--- config.mk ---
export PLATFORM = sky130hd
export DESIGN_NAME = bpr_bank
export DESIGN_NICKNAME = d
export VERILOG_FILES = /design/src/rtl/bpr_pkg.sv /design/src/rtl/bpr_store.sv /design/src/rtl/bpr_view.sv /design/src/rtl/bpr_preempt.sv /design/src/rtl/bpr_bank.sv
export SDC_FILE = /design/constraint.sdc
export NUM_CORES = 1
export LEC_CHECK = 0
export BUFFER_PORTS_ARGS = -buffer_cell sky130_fd_sc_hd__buf_2
export CORE_MARGIN = 8
export CORE_UTILIZATION = 31
export CTS_CLUSTER_DIAMETER = 100
export CTS_CLUSTER_SIZE = 10
export DETAILED_ROUTE_END_ITERATION = 12
export PLACE_DENSITY_LB_ADDON = 0.2
export SYNTH_ARGS = -nofsm -noshare
export SYNTH_HDL_FRONTEND = slang
export SYNTH_SLANG_ARGS = --single-unit
--- constraint.sdc ---
create_clock -name clk_i -period 1.37 [get_ports clk_i]
set_input_delay 0.0685 -clock clk_i [delete_from_list [all_inputs] [get_ports clk_i]]
set_output_delay 0.0685 -clock clk_i [all_outputs]
set_load 0.05 [all_outputs]
--- src/rtl/bpr_pkg.sv ---
package bpr_pkg;
  localparam int BP_W = 3;
  typedef logic [BP_W-1:0] bp_t;

  function automatic bp_t bp_floor(input bp_t v, input bp_t lo);
    return (v < lo) ? lo : v;
  endfunction

  function automatic bp_t bp_inc_sat(input bp_t v);
    return (v == bp_t'(7)) ? bp_t'(7) : bp_t'(v + bp_t'(1));
  endfunction
endpackage

--- src/rtl/bpr_store.sv ---
module bpr_store
  import bpr_pkg::*;
#(
  parameter int MIN_BP = 2
) (
  input  logic clk_i,
  input  logic rst_ni,
  input  logic wr_en_i,
  input  bp_t  wr_val_i,
  output bp_t  val_o
);
  localparam bp_t FLOOR = bp_t'(MIN_BP);

  bp_t val_q;

  always_ff @(posedge clk_i or negedge rst_ni) begin
    if (!rst_ni)      val_q <= FLOOR;
    else if (wr_en_i) val_q <= bp_floor(wr_val_i, FLOOR);
  end

  assign val_o = val_q;

  AST_HOLD_NO_WR: assert property (@(posedge clk_i) disable iff (!rst_ni)
    !wr_en_i |=> $stable(val_o));
  AST_ABOVE_FLOOR: assert property (@(posedge clk_i) disable iff (!rst_ni)
    val_o >= FLOOR);
endmodule

--- src/rtl/bpr_view.sv ---
module bpr_view
  import bpr_pkg::*;
#(
  parameter int DATA_W  = 32,
  parameter int MAIN_MIN = 2
) (
  input  logic              clk_i,
  input  logic              rst_ni,
  input  logic              ns_acc_i,
  input  logic              shared_bp_i,
  input  bp_t               main_i,
  input  bp_t               alias_i,
  output logic [DATA_W-1:0] rd_data_o
);
  bp_t view;

  always_comb begin
    if (!ns_acc_i)        view = main_i;
    else if (shared_bp_i) view = bp_inc_sat(main_i);
    else                  view = alias_i;
  end

  assign rd_data_o = {{(DATA_W-BP_W){1'b0}}, view};

  AST_SHARED_VIEW_ABOVE: assert property (@(posedge clk_i) disable iff (!rst_ni)
    (ns_acc_i && shared_bp_i) |-> (rd_data_o > DATA_W'(MAIN_MIN)));
  AST_UPPER_ZERO: assert property (@(posedge clk_i) disable iff (!rst_ni)
    (rd_data_o >> BP_W) == '0);
endmodule

--- src/rtl/bpr_preempt.sv ---
module bpr_preempt
  import bpr_pkg::*;
#(
  parameter int PRIO_W   = 8,
  parameter int LOW_BP   = 2
) (
  input  logic              clk_i,
  input  logic              rst_ni,
  input  logic              use_alias_i,
  input  bp_t               main_i,
  input  bp_t               alias_i,
  input  logic [PRIO_W-1:0] prio_i,
  output bp_t               eff_bp_o,
  output logic [PRIO_W-1:0] grp_prio_o
);
  assign eff_bp_o = use_alias_i ? bp_t'(alias_i - bp_t'(1)) : main_i;

  // bit i survives only when it lies above the sub-priority field
  for (genvar i = 0; i < PRIO_W; i++) begin : g_mask
    assign grp_prio_o[i] = prio_i[i] & (i > int'(eff_bp_o));
  end

  AST_GRP_SUBSET: assert property (@(posedge clk_i) disable iff (!rst_ni)
    (grp_prio_o & ~prio_i) == '0);
  AST_LOW_CLEARED: assert property (@(posedge clk_i) disable iff (!rst_ni)
    grp_prio_o[LOW_BP:0] == '0);
  AST_EFF_FLOOR: assert property (@(posedge clk_i) disable iff (!rst_ni)
    eff_bp_o >= bp_t'(LOW_BP));
endmodule

--- src/rtl/bpr_bank.sv ---
module bpr_bank
  import bpr_pkg::*;
#(
  parameter int DATA_W    = 32,
  parameter int PRIO_W    = 8,
  parameter bit SEC_EXT   = 1'b1,
  parameter int MAIN_MIN  = 2,
  parameter int ALIAS_MIN = 3
) (
  input  logic              clk_i,
  input  logic              rst_ni,
  input  logic              wr_en_i,
  input  logic              acc_secure_i,
  input  logic [DATA_W-1:0] wr_data_i,
  output logic [DATA_W-1:0] rd_data_o,
  input  logic              shared_bp_i,
  input  logic              irq_group1_i,
  input  logic [PRIO_W-1:0] prio_i,
  output logic [2:0]        eff_bp_o,
  output logic [PRIO_W-1:0] grp_prio_o
);
  localparam int NCOPY  = 2;
  localparam int LOW_BP = (SEC_EXT && (ALIAS_MIN - 1 < MAIN_MIN)) ? ALIAS_MIN - 1 : MAIN_MIN;

  logic ns_acc;
  bp_t  wr_val;
  logic [NCOPY-1:0] copy_wr;
  bp_t  copy_val [NCOPY];

  assign ns_acc     = SEC_EXT && !acc_secure_i;
  assign wr_val     = bp_t'(wr_data_i[BP_W-1:0]);
  assign copy_wr[0] = wr_en_i && !ns_acc;
  assign copy_wr[1] = wr_en_i && ns_acc && !shared_bp_i;

  for (genvar g = 0; g < NCOPY; g++) begin : g_copy
    bpr_store #(.MIN_BP(g == 0 ? MAIN_MIN : ALIAS_MIN)) u_store (
      .clk_i   (clk_i),
      .rst_ni  (rst_ni),
      .wr_en_i (copy_wr[g]),
      .wr_val_i(wr_val),
      .val_o   (copy_val[g])
    );
  end

  bpr_view #(.DATA_W(DATA_W), .MAIN_MIN(MAIN_MIN)) u_view (
    .clk_i      (clk_i),
    .rst_ni     (rst_ni),
    .ns_acc_i   (ns_acc),
    .shared_bp_i(shared_bp_i),
    .main_i     (copy_val[0]),
    .alias_i    (copy_val[1]),
    .rd_data_o  (rd_data_o)
  );

  logic use_alias;
  assign use_alias = SEC_EXT && irq_group1_i && !shared_bp_i;

  bpr_preempt #(.PRIO_W(PRIO_W), .LOW_BP(LOW_BP)) u_preempt (
    .clk_i      (clk_i),
    .rst_ni     (rst_ni),
    .use_alias_i(use_alias),
    .main_i     (copy_val[0]),
    .alias_i    (copy_val[1]),
    .prio_i     (prio_i),
    .eff_bp_o   (eff_bp_o),
    .grp_prio_o (grp_prio_o)
  );

  AST_NS_SHARED_WR_DROPPED: assert property (@(posedge clk_i) disable iff (!rst_ni)
    (wr_en_i && !acc_secure_i && shared_bp_i && SEC_EXT)
      |=> ($stable(copy_val[0]) && $stable(copy_val[1])));
  AST_SEC_WR_ALIAS_KEPT: assert property (@(posedge clk_i) disable iff (!rst_ni)
    (wr_en_i && acc_secure_i) |=> $stable(copy_val[1]));
  AST_NS_WR_MAIN_KEPT: assert property (@(posedge clk_i) disable iff (!rst_ni)
    (wr_en_i && !acc_secure_i && SEC_EXT) |=> $stable(copy_val[0]));
endmodule

==> run_results.csv <==
group,metric,value,unit
min_path,min_to,"g_copy[1].u_store.val_o[0]",
sta,setup_violations,12,
critical_path,path_class,"reg2out",
status,status,"finished, violations left",
min_path,min_path_cells,3,
logic_synthesis,netlist.area_leader.share,0.2744,
floorplan,die_x,67.46,um
grt,grt_first_pass_wirelength,3429,um
min_path,hold_start,"wr_data_i[0]",
sta,fin_worst_skew,0,ns
floorplan,dieArea,4550,sq um
sta,period_needed,1.819,ns
critical_path,r2r_slack,0.41,ns
critical_path,critical_path.startpoint_type,"flip-flop",
detailed_routing,dr_wl_met3,207,um
clock_network,cts_root_buf,"clkbuf_4",
grt,track_usage,0.09524,
placed_design,io_buffers,28,
floorplan,initial_core_util,0.3283,
detailed_routing,num_vias,719,
detailed_routing,wl,2081,um
detailed_routing,wl_met2,1099,um
layout,fillers,243,
sta,fin_ws,-0.4486,ns
critical_path,crit_arrival,1.75,ns
floorplan,dieHeight,67.46,um
sta,rsz0062_at_grt,"yes",
critical_path,r2r-end,"g_copy[1].u_store.val_o[2]",
detailed_routing,wire_per_inst,12.31,um
detailed_routing,drc,0,
power,fin_total_pwr,1418,uW
detailed_routing,ant_nets,0,
critical_path,reg2reg_from,"g_copy[1].u_store.val_o[2]",
layout,largest_reg_flops,6,
job,maxCapViolCount,0,
logic_synthesis,ys_top_cells_by_area,"buf_4 27%, dfstp_2 9.6%, dfrtp_1 9.1%",
logic_synthesis,synth_top_area_cell,"buf_4",
critical_path,rr_worst_depth,2,
clock_network,clockBufferDepth,2,
clock_network,cts_tree,"built",
power,peakVddDrop,0.6615,mV
grt,gr-total-overflow,0,
clock_network,h-tree-depth,1,
clock_network,clk_latency,0.24,ns
critical_path,cp.required,1.30,ns
clock_network,cts_sinks,6,
logic_synthesis,netlist_area,820.8,sq um
logic_synthesis,synthCells,102,
layout,syn2layout_area_growth,42.83,%
sta,fmax,0.5499,GHz
floorplan,core_region_area,2500,sq um
grt,grt_max_degree,11,
sta,fin_tns_setup,-3.777,ns
clock_network,cts_buffers,3,
detailed_routing,highest_layer,"met4",
power,p_per_area,1209,nW/um^2
floorplan,rows,18,
floorplan,ioPinCount,89,
status,violations,"setup timing",
logic_synthesis,avgSynthCellArea,8.047,sq um
placed_design,dpl_worst_slack,-0.3104,ns
grt,grt_pass1_vias,781,
logic_synthesis,ys_seq_area_frac,0.1875,
layout,nets,188,
detailed_routing,drt-met1-wl,768,um
placed_design,dp_hpwl,1813,um
layout,drive_above_1_share,0.5252,
detailed_routing,detail_route.iter0.violations,12,
power,power.leakage,0.0005638,uW
sta,drv_slew,0,
min_path,hp-class,"in2reg",
detailed_routing,first_pass_iters,4,
critical_path,worstSetupEndpointType,"output pin",
detailed_routing,vias_per_cell,4.254,
logic_synthesis,synth_warnings,0,
sta,fin_crit_sh,1.327,
clock_network,clkSlewWorstSetupHoldPaths,0.04,ns
logic_synthesis,synth_seq_cells,6,
grt,antenna_found_initial,0,
sta,finalHoldViolCount,0,
logic_synthesis,synth.distinct_cells,33,
layout,antenna_cells,0,
placed_design,gp_congestion,0.7832,
critical_path,worstPathMaxFanout,5,
placed cells by master (no fill, tap or decap), types with 2 or more instances in the layout:
master and count:
ha_4 2, nand3b_1 2, inv_2 3, buf_4 11, a211oi_1 2, nand2_1 7, buf_2 15, a21oi_2 2
nand3_1 2, buf_6 6, buf_8 7, conb_1 30, mux2_2 2, dfstp_2 3, clkbuf_4 3, o21ai_0 5
and3_4 4, dfrtp_1 3, nor2_1 3, a21oi_1 2, nand2_4 2
critical path, stage by stage (launching register included):
cell and delay [ns]:
dfstp_2 0.53, inv_2 0.05, ha_4 0.17, xor2_4 0.19, o32ai_2 0.17, o2111a_2 0.26, buf_6 0.16
area by class of cell:
class / instances / area [sq um] / share of cell area
multi-input combinational: 85 / 599.3 / 0.5112
timing repair buffer: 40 / 340.3 / 0.2903
sequential: 6 / 153.9 / 0.1313
tap: 30 / 37.54 / 0.03202
clock buffer: 4 / 26.28 / 0.02241
inverter: 4 / 15.01 / 0.01281
what timing repair did:
action	in CTS	in global routing
hold buffers	1	0
resized for setup	44	2
pin swaps	9	1
setup buffers	2	0
setup endpoints to repair	12	13
cloned	0	0
hold endpoints to repair	6	0
power by group:
| part | switching [uW] | internal (uW) |
|---|---|---|
| logic | 619 | 380 |
| clock network | 59.0 | 110 |
| registers | 34.9 | 215 |
| total | 713 | 705 |
worst max path at each step:
stage | endpoint | depth (start not counted) | start
after CTS | grp_prio_o[1] | 6 | g_copy[1].u_store.val_o[0]
after detailed placement | grp_prio_o[1] | 6 | g_copy[1].u_store.val_o[1]
after global routing | grp_prio_o[1] | 6 | g_copy[1].u_store.val_o[0]
after global placement | grp_prio_o[1] | 6 | g_copy[1].u_store.val_o[1]
after floorplan | rd_data_o[0] | 3 | g_copy[0].u_store.val_o[1]
final | grp_prio_o[1] | 6 | g_copy[1].u_store.val_o[0]
cells in the mapped netlist:
master     n
a211oi_1   2
o31ai_1    1
buf_2      2
dfrtp_1    3
and3_1     4
o211ai_1   1
nand4_1    1
nor3b_4    1
nand2b_1   1
inv_1      4
xor2_2     1
o21a_1     2
o21ai_0    6
nand3_1    3
nand2_1   10
clkbuf_1   1
nor2b_4    1
a21o_1     1
o32ai_2    1
nor3_1     1
nor2b_1    1
conb_1     1
buf_6      3
nor2_1     4
o32a_1     1
and2_2     1
nand3b_1   2
buf_4     30
a21oi_1    4
mux2_2     2
dfstp_2    3
o2111a_1   1
ha_1       2
kinds of logic after synthesis:
family / Yosys count / synth area share
AND/OR/NAND/NOR: 30 / 0.2088
buffers and inverters: 40 / 0.3506
multiplexers: 2 / 0.02744
AO/OA/AOI/OAI: 20 / 0.1707
other: 1 / 0.004569
flip-flops: 6 / 0.1875
XOR/XNOR: 1 / 0.01982
adder cells (fa/ha/maj): 2 / 0.03048
layer usage:
metal / vias to the layer above / GRT usage
li1: 365 / -
met5: - / 0
met1: 319 / 0.09914
met4: 0 / 0.03916
met2: 33 / 0.1816
met3: 2 / 0.01821
through the flow:
| stage | hold slack [ns] | util | area [sq um] | std cells |
|---|---|---|---|---|
| after floorplan | -0.2271 | - | 992.2 | 131 |
| after global placement | -0.1034 | 0.3859 | 964.7 | 162 |
| after detailed placement | -0.1026 | 0.3859 | 964.7 | 162 |
| after CTS | 0.08475 | 0.4680 | 1170 | 169 |
| after global routing | 0.1124 | 0.4690 | 1172 | 169 |
| final | 0.09596 | 0.4690 | 1172 | 169 |
No activity file was read; power rests on OpenSTA's default activity.
